$ cat src/rtl/epf_pkg.sv
package epf_pkg;

   typedef enum logic [1:0] {
      VERD_NONE  = 2'd0,
      VERD_CLEAN = 2'd1,
      VERD_BLANK = 2'd2,
      VERD_BAD   = 2'd3
   } verdict_e;

   // number of zero bits in one byte
   function automatic logic [3:0] zeros_in_byte(input logic [7:0] b);
      logic [3:0] n;
      n = '0;
      for (int i = 0; i < 8; i++) n = n + {3'b000, ~b[i]};
      return n;
   endfunction

endpackage

$ cat src/rtl/epf_zero_counter.sv
module epf_zero_counter #(
   parameter int PAGE_BYTES = 2112,
   parameter int ZCNT_W     = 15,
   parameter bit POP_TREE   = 1'b1
) (
   input  logic              clk,
   input  logic              rst_n,
   input  logic              start,
   input  logic              byte_valid,
   input  logic [7:0]        byte_data,
   output logic              open_o,
   output logic              last_hit,
   output logic [ZCNT_W-1:0] zero_nxt
);
   import epf_pkg::*;

   localparam int BCNT_W = $clog2(PAGE_BYTES + 1);
   localparam logic [BCNT_W-1:0] LAST_IDX = BCNT_W'(PAGE_BYTES - 1);

   logic [BCNT_W-1:0] bcnt;
   logic [ZCNT_W-1:0] zacc;
   logic [3:0]        zb;
   logic              take;

   generate
      if (POP_TREE) begin : g_tree
         logic [1:0] p0, p1, p2, p3;
         logic [2:0] q0, q1;
         always_comb begin
            p0 = {1'b0, ~byte_data[0]} + {1'b0, ~byte_data[1]};
            p1 = {1'b0, ~byte_data[2]} + {1'b0, ~byte_data[3]};
            p2 = {1'b0, ~byte_data[4]} + {1'b0, ~byte_data[5]};
            p3 = {1'b0, ~byte_data[6]} + {1'b0, ~byte_data[7]};
            q0 = {1'b0, p0} + {1'b0, p1};
            q1 = {1'b0, p2} + {1'b0, p3};
            zb = {1'b0, q0} + {1'b0, q1};
         end
      end else begin : g_serial
         always_comb zb = zeros_in_byte(byte_data);
      end
   endgenerate

   assign take     = byte_valid && open_o && !start;
   assign last_hit = take && (bcnt == LAST_IDX);
   assign zero_nxt = take ? (zacc + ZCNT_W'(zb)) : zacc;

   always_ff @(posedge clk or negedge rst_n) begin
      if (!rst_n) begin
         open_o <= 1'b0;
         bcnt   <= '0;
         zacc   <= '0;
      end else if (start) begin
         open_o <= 1'b1;
         bcnt   <= '0;
         zacc   <= '0;
      end else if (take) begin
         bcnt <= bcnt + 1'b1;
         zacc <= zero_nxt;
         if (last_hit) open_o <= 1'b0;
      end
   end

   // byte index never runs past the final byte of the page
   assert_byte_index_R2: assert property (@(posedge clk) disable iff (!rst_n)
      open_o |-> bcnt <= LAST_IDX);

   // a closed page accumulates nothing
   assert_closed_hold_R9: assert property (@(posedge clk) disable iff (!rst_n)
      (!open_o && !start) |=> $stable(zacc) && $stable(bcnt));

   // the page closes right after its final byte
   assert_close_after_last_R2: assert property (@(posedge clk) disable iff (!rst_n)
      last_hit |=> !open_o);

endmodule

$ cat src/rtl/epf_region_stats.sv
module epf_region_stats #(
   parameter int REGIONS = 4,
   parameter int CNT_W   = 6,
   parameter int SUM_W   = 9
) (
   input  logic             clk,
   input  logic             rst_n,
   input  logic             start,
   input  logic             open_i,
   input  logic             region_valid,
   input  logic             region_uncorr,
   input  logic [CNT_W-1:0] region_bits,
   output logic [SUM_W-1:0] sum_nxt,
   output logic [CNT_W-1:0] max_nxt,
   output logic             unc_nxt
);
   localparam int RCNT_W = $clog2(REGIONS + 1);
   localparam logic [RCNT_W-1:0] REG_LIM = RCNT_W'(REGIONS);

   logic [RCNT_W-1:0] rcnt;
   logic [SUM_W-1:0]  sm;
   logic [CNT_W-1:0]  mx;
   logic              unc;
   logic              take;

   assign take    = region_valid && open_i && !start && (rcnt < REG_LIM);
   assign sum_nxt = take ? (sm + SUM_W'(region_bits)) : sm;
   assign max_nxt = (take && (region_bits > mx)) ? region_bits : mx;
   assign unc_nxt = unc | (take & region_uncorr);

   always_ff @(posedge clk or negedge rst_n) begin
      if (!rst_n) begin
         rcnt <= '0;
         sm   <= '0;
         mx   <= '0;
         unc  <= 1'b0;
      end else if (start) begin
         rcnt <= '0;
         sm   <= '0;
         mx   <= '0;
         unc  <= 1'b0;
      end else if (take) begin
         rcnt <= rcnt + 1'b1;
         sm   <= sum_nxt;
         mx   <= max_nxt;
         unc  <= unc_nxt;
      end
   end

   // the largest region count never exceeds the page sum
   assert_max_le_sum_R3: assert property (@(posedge clk) disable iff (!rst_n)
      SUM_W'(mx) <= sm);

   // no more than REGIONS results are taken per page
   assert_region_limit_R9: assert property (@(posedge clk) disable iff (!rst_n)
      rcnt <= REG_LIM);

endmodule

$ cat src/rtl/epf_sat_counter.sv
module epf_sat_counter #(
   parameter int W     = 16,
   parameter int INC_W = 1
) (
   input  logic             clk,
   input  logic             rst_n,
   input  logic             inc_en,
   input  logic [INC_W-1:0] inc_val,
   output logic [W-1:0]     cnt
);
   localparam int WW = ((W > INC_W) ? W : INC_W) + 1;
   localparam logic [WW-1:0] TOP = WW'({W{1'b1}});

   logic [WW-1:0] wide;

   assign wide = WW'(cnt) + WW'(inc_val);

   always_ff @(posedge clk or negedge rst_n) begin
      if (!rst_n)
         cnt <= '0;
      else if (inc_en)
         cnt <= (wide > TOP) ? {W{1'b1}} : wide[W-1:0];
   end

   // a saturated counter stays saturated
   assert_sat_hold_R7: assert property (@(posedge clk) disable iff (!rst_n)
      (&cnt) |=> (&cnt));

   // the counter never goes down
   assert_no_wrap_R8: assert property (@(posedge clk) disable iff (!rst_n)
      1'b1 |=> cnt >= $past(cnt));

endmodule

$ cat src/rtl/erased_page_filter.sv
module erased_page_filter #(
   parameter int REGION_BYTES = 512,
   parameter int REGIONS      = 4,
   parameter int SPARE_BYTES  = 64,
   parameter int CNT_W        = 6,
   parameter int SUM_W        = 9,
   parameter int ZCNT_W       = 15,
   parameter int STAT_W       = 16,
   parameter bit POP_TREE     = 1'b1
) (
   input  logic              clk,
   input  logic              rst_n,
   input  logic              start,
   input  logic              byte_valid,
   input  logic [7:0]        byte_data,
   input  logic              region_valid,
   input  logic              region_uncorr,
   input  logic [CNT_W-1:0]  region_bits,
   input  logic [ZCNT_W-1:0] zero_limit,
   output logic              done,
   output logic              page_ok,
   output logic              page_erased,
   output logic              page_failed,
   output logic [SUM_W-1:0]  corr_total,
   output logic [CNT_W-1:0]  corr_max,
   output logic [STAT_W-1:0] stat_corrected,
   output logic [STAT_W-1:0] stat_failures
);
   import epf_pkg::*;

   localparam int PAGE_BYTES = REGIONS * REGION_BYTES + SPARE_BYTES;
   localparam int ZCNT_MIN   = $clog2(PAGE_BYTES * 8 + 1);
   localparam int SUM_MIN    = CNT_W + $clog2(REGIONS + 1);

   generate
      if (REGIONS < 1 || REGION_BYTES < 1 || SPARE_BYTES < 0) begin : g_bad_geom
         $error("erased_page_filter: page geometry parameters out of range");
      end
      if (ZCNT_W < ZCNT_MIN) begin : g_bad_zcnt
         $error("erased_page_filter: ZCNT_W too narrow for the page");
      end
      if (SUM_W < SUM_MIN) begin : g_bad_sum
         $error("erased_page_filter: SUM_W too narrow for REGIONS counts");
      end
      if (STAT_W < 1 || CNT_W < 1) begin : g_bad_stat
         $error("erased_page_filter: counter widths must be positive");
      end
   endgenerate

   logic              open_w;
   logic              last_hit;
   logic [ZCNT_W-1:0] zero_nxt;
   logic [SUM_W-1:0]  sum_nxt;
   logic [CNT_W-1:0]  max_nxt;
   logic              unc_nxt;
   verdict_e          verd_q;
   verdict_e          verd_nxt;
   logic [SUM_W-1:0]  rep_total;
   logic [CNT_W-1:0]  rep_max;

   epf_zero_counter #(
      .PAGE_BYTES(PAGE_BYTES),
      .ZCNT_W    (ZCNT_W),
      .POP_TREE  (POP_TREE)
   ) u_zeros (
      .clk       (clk),
      .rst_n     (rst_n),
      .start     (start),
      .byte_valid(byte_valid),
      .byte_data (byte_data),
      .open_o    (open_w),
      .last_hit  (last_hit),
      .zero_nxt  (zero_nxt)
   );

   epf_region_stats #(
      .REGIONS(REGIONS),
      .CNT_W  (CNT_W),
      .SUM_W  (SUM_W)
   ) u_regions (
      .clk          (clk),
      .rst_n        (rst_n),
      .start        (start),
      .open_i       (open_w),
      .region_valid (region_valid),
      .region_uncorr(region_uncorr),
      .region_bits  (region_bits),
      .sum_nxt      (sum_nxt),
      .max_nxt      (max_nxt),
      .unc_nxt      (unc_nxt)
   );

   always_comb begin
      if (!unc_nxt)
         verd_nxt = VERD_CLEAN;
      else if (zero_nxt <= zero_limit)
         verd_nxt = VERD_BLANK;
      else
         verd_nxt = VERD_BAD;
      rep_total = (verd_nxt == VERD_BLANK) ? '0 : sum_nxt;
      rep_max   = (verd_nxt == VERD_BLANK) ? '0 : max_nxt;
   end

   always_ff @(posedge clk or negedge rst_n) begin
      if (!rst_n) begin
         verd_q     <= VERD_NONE;
         corr_total <= '0;
         corr_max   <= '0;
      end else if (start) begin
         verd_q     <= VERD_NONE;
         corr_total <= '0;
         corr_max   <= '0;
      end else if (last_hit) begin
         verd_q     <= verd_nxt;
         corr_total <= rep_total;
         corr_max   <= rep_max;
      end
   end

   assign done        = (verd_q != VERD_NONE);
   assign page_ok     = (verd_q == VERD_CLEAN) || (verd_q == VERD_BLANK);
   assign page_erased = (verd_q == VERD_BLANK);
   assign page_failed = (verd_q == VERD_BAD);

   epf_sat_counter #(
      .W    (STAT_W),
      .INC_W(SUM_W)
   ) u_stat_corr (
      .clk    (clk),
      .rst_n  (rst_n),
      .inc_en (last_hit),
      .inc_val(rep_total),
      .cnt    (stat_corrected)
   );

   epf_sat_counter #(
      .W    (STAT_W),
      .INC_W(1)
   ) u_stat_fail (
      .clk    (clk),
      .rst_n  (rst_n),
      .inc_en (last_hit && (verd_nxt == VERD_BAD)),
      .inc_val(1'b1),
      .cnt    (stat_failures)
   );

   // verdict appears in the cycle after the final byte
   assert_verdict_latency_R2: assert property (@(posedge clk) disable iff (!rst_n)
      last_hit |=> done);

   // verdict holds until the next start
   assert_verdict_held_R2: assert property (@(posedge clk) disable iff (!rst_n)
      (done && !start) |=> done && $stable(corr_total) && $stable(corr_max)
                           && $stable(page_failed) && $stable(page_erased));

   // start withdraws the verdict
   assert_start_clears_R2: assert property (@(posedge clk) disable iff (!rst_n)
      start |=> !done);

   // an erased page is accepted with zero corrected bits
   assert_blank_zero_R4: assert property (@(posedge clk) disable iff (!rst_n)
      page_erased |-> page_ok && (corr_total == '0) && (corr_max == '0));

   // every new failure moves the failure statistic
   assert_fail_count_R6: assert property (@(posedge clk) disable iff (!rst_n)
      $rose(page_failed) |-> (stat_failures == $past(stat_failures) + 1'b1)
                             || (&stat_failures));

   // a failed page is never also accepted
   assert_fail_not_ok_R6: assert property (@(posedge clk) disable iff (!rst_n)
      page_failed |-> !page_ok && !page_erased);

endmodule

$ cat config.mk
export PLATFORM = sky130hd
export DESIGN_NAME = erased_page_filter
export DESIGN_NICKNAME = d
export VERILOG_FILES = /design/src/rtl/epf_pkg.sv /design/src/rtl/epf_zero_counter.sv /design/src/rtl/epf_region_stats.sv /design/src/rtl/epf_sat_counter.sv /design/src/rtl/erased_page_filter.sv
export SDC_FILE = /design/constraint.sdc
export NUM_CORES = 1
export LEC_CHECK = 0
export BUFFER_PORTS_ARGS = -buffer_cell sky130_fd_sc_hd__clkbuf_2
export CAP_MARGIN = 20
export CORE_UTILIZATION = 63
export DETAILED_ROUTE_END_ITERATION = 12
export MAX_ROUTING_LAYER = met4
export PLACE_DENSITY = 0.95
export SLEW_MARGIN = 10
export SYNTH_ARGS = -nofsm -noshare
export SYNTH_HDL_FRONTEND = slang
export SYNTH_SLANG_ARGS = --single-unit
$ cat constraint.sdc
create_clock -name clk -period 20 [get_ports clk]
set_input_delay 3 -clock clk [delete_from_list [all_inputs] [get_ports clk]]
set_output_delay 3 -clock clk [all_outputs]
set_load 0.01 [all_outputs]
==> results_dict.tcl <==
set metrics [dict create \
    clk_pin_slew_ns 0.11 \
    drt_iter0_markers 587 \
    antenna_found_initial 0 \
    vias 5808 \
    io_pins 86 \
    htreeDepth 3 \
    detail-route-antenna-nets 0 \
    yosysUniqueCellTypes 64 \
    synth_edf_count 0 \
    yosys_register_bits 96 \
    synth_simple_gate_area_share_pct 20.3 \
    grt_pass1_vias 5513 \
    slew_violations 0 \
    synthToLayoutAreaGrowth_pct 11.5 \
    hold_path.class "reg -> reg" \
    syn-num-nets 788 \
    finalHoldViolCount 0 \
    final_cell_mix "dfrtp_1, clkbuf_2, nand2_1" \
    total_power_uw 429 \
    tns_ns 0 \
    dieArea_um2 10400 \
    die_y_um 102 \
    slew_headroom_pct 39.7 \
    endpoint_kind "register" \
    routabilityCongestion 0.968 \
    fin_skew_ns 0.0146 \
    worstMarginPinSlew_ns 0.902 \
    switchingPower_uw 132 \
    critPathMaxFanout 10 \
    synthesis.area_um2 6300 \
    clock_power_share_pct 31.5 \
    grt_usage_pct 32.8 \
    cp.required_ns 20.28 \
    slowest_stage "fa_1" \
    powerDensity_nw_per_um2 61.2 \
    maxCapViolCount 0 \
    final_nets 865 \
    core_um2 9730 \
    hold_ws_ns 0.490 \
    leakagePower_nw 3.44 \
    wl_um 15900 \
    diodes 0 \
    synth_flop_cell "dfrtp_1" \
    worst_path_largest_cell_delay_ns 0.55 \
    rows 36 \
    seqPwrFrac_pct 47.5 \
    drt_pass1_iterations 6 \
    cp-start-kind "input port" \
    ys_warn_count 0 \
    path_class "in -> reg" \
    grt_pass1_wl_um 25800 \
    fin_crit_sh_pct 51.0 \
    io_buffers 85 \
    synth_top_family_by_area "simple AND/OR/NAND/NOR gates" \
    peakVddDrop_v 0.0000413 \
    fmax_mhz 98.0 \
    internal_power_uw 297 \
    muxShareOfSynthArea_pct 2.19 \
    layout_commonest_cell "dfrtp_1" \
    synth_compound_area_share_pct 17.1 \
    min_period_ns 10.20 \
    post_cts_buffers 0 \
    rsz0062_at_grt "no" \
    clock_latency_ns 0.38 \
    layout-drive-gt1-share_pct 17.2 \
    seq_area_frac_synth_pct 38.2 \
    pwr-share-comb_pct 21.0 \
    clock_tree.buffer_depth 2 \
    cts-resized-gates 0 \
    viasPerCell 6.37 \
    crit_arrival_ns 10.49 \
    fillCellCount 679 \
    fin_util_pct 72.1 \
    async_flop_share_pct 100 \
    hpwl_um 11200 \
    cts_root_buf "clkbuf_8" \
    fp.dieW_um 102 \
    netlist_instances 697 \
    wl_per_cell_um 17.4 \
    remaining_drc_errors 0 \
    synth_xor_area_share_pct 5.15 \
    grt_max_degree 81 \
    cts_tree "yes" \
    synthAdderAreaFrac_pct 12.0 \
    swShare_pct 30.8 \
    setup_viol 0 \
    status "complete, no violations" \
    cts_sinks 96 \
    initial_utilization_pct 64.7 \
    syn-mean-instance-area_um2 9.03 \
    cts_hold_buffers 0 \
    numCtsBuffers 9 \
    gr-total-overflow 0 \
]
## power groups by stage
stage / Sequential, mW / Clock, mW / Combinational (mW)
6_report: 0.204 / 0.135 / 0.0903
5_1_grt: 0.205 / 0.143 / 0.102
3_5_place_dp: 0.208 / 0 / 0.0874
2_1_floorplan: 0.206 / 0 / 0.0623
4_1_cts: 0.204 / 0.135 / 0.0887
3_3_place_gp: 0.207 / 0 / 0.0818
## metal layers
metal  GRT usage [%]  wire [um]  up-vias
li1                -          -     2600
met1            41.3       6150     2775
met2            52.1       7670      353
met5               -          0        -
met3            5.61       1330       80
met4            15.1        720        0
## worst paths after layout
path / startpoint / slack, ns / to / cells after the start
max in group asynchronous: rst_n / 16.51 / corr_total[7]$_DFFE_PN0P_ / 3
worst max register to register: u_zeros.zacc[0]$_DFFE_PN0N_ / 12.64 / u_stat_corr.cnt[14]$_DFFE_PN0P_ / 30
worst min-delay path: corr_total[7]$_DFFE_PN0P_ / 0.49 / corr_total[7]$_DFFE_PN0P_ / 2
worst max-delay path: byte_data[6] / 9.80 / u_stat_corr.cnt[14]$_DFFE_PN0P_ / 33
worst min register to register: corr_total[7]$_DFFE_PN0P_ / 0.49 / corr_total[7]$_DFFE_PN0P_ / 2
min in group asynchronous: rst_n / 2.47 / u_zeros.zacc[5]$_DFFE_PN0N_ / 1
## synthesized netlist by cell type, types with 8 or more instances
library cell | number | area share (%)
a21o_1 | 11 | 1.3
a21oi_1 | 46 | 3.7
a31oi_1 | 9 | 0.89
and3_1 | 9 | 0.89
and4_1 | 8 | 1.1
clkbuf_1 | 12 | 0.72
dfrtp_1 | 96 | 38
ha_1 | 49 | 9.7
inv_1 | 50 | 3.0
nand2_1 | 71 | 4.2
nand3_1 | 30 | 2.4
nand4_1 | 12 | 1.2
nor2_1 | 62 | 3.7
nor2b_1 | 16 | 1.6
nor3_1 | 12 | 0.95
o21ai_0 | 48 | 3.8
or3_1 | 11 | 1.1
xnor2_1 | 22 | 3.1
xor2_1 | 15 | 2.1
## layout make-up
type,count,area (um^2),area share [%]
Tap cell,133,166,2.37
Sequential cell,96,2400,34.2
Clock inverter,7,77.6,1.11
Timing Repair Buffer,91,487,6.94
Multi-Input combinational cell,526,3570,50.9
Clock buffer,9,124,1.77
Inverter,50,188,2.67
## registers in the layout, indices dropped and copies added, names as in the netlist
signal and count:
corr_max 6, u_zeros.open_o 1, u_stat_fail.cnt 16, u_regions.sm 9, verd_q 2, u_stat_corr.cnt 16
u_regions.rcnt 3, corr_total 9, u_regions.mx 6, u_regions.unc 1, u_zeros.zacc 15, u_zeros.bcnt 12
## metrics by stage
| step | std cells | instance area, um^2 | setup slack, ns |
|---|---|---|---|
| floorplan | 697 | 6300 | 10.48 |
| global route | 912 | 7020 | 9.43 |
| global placement | 893 | 6780 | 10.00 |
| detailed placement | 893 | 6780 | 9.53 |
| finish | 912 | 7020 | 9.80 |
| CTS | 909 | 6980 | 9.93 |
## cells by family after synthesis
kind of cell,after synthesis
compound gates,165
xor+xnor,37
fa+ha+maj,56
buf+inv,75
flops,96
mux,13
simple gates,255
## critical path: cells and delay by family
| family | cells | cell delay (ns) |
|---|---|---|
| fa+ha+maj | 8 | 2.80 |
| buf+inv | 7 | 0.45 |
| mux | 1 | 0.34 |
| xor+xnor | 1 | 0.21 |
| compound gates | 8 | 2.11 |
| simple gates | 8 | 1.57 |
No activity file was read; power rests on OpenSTA's default activity.
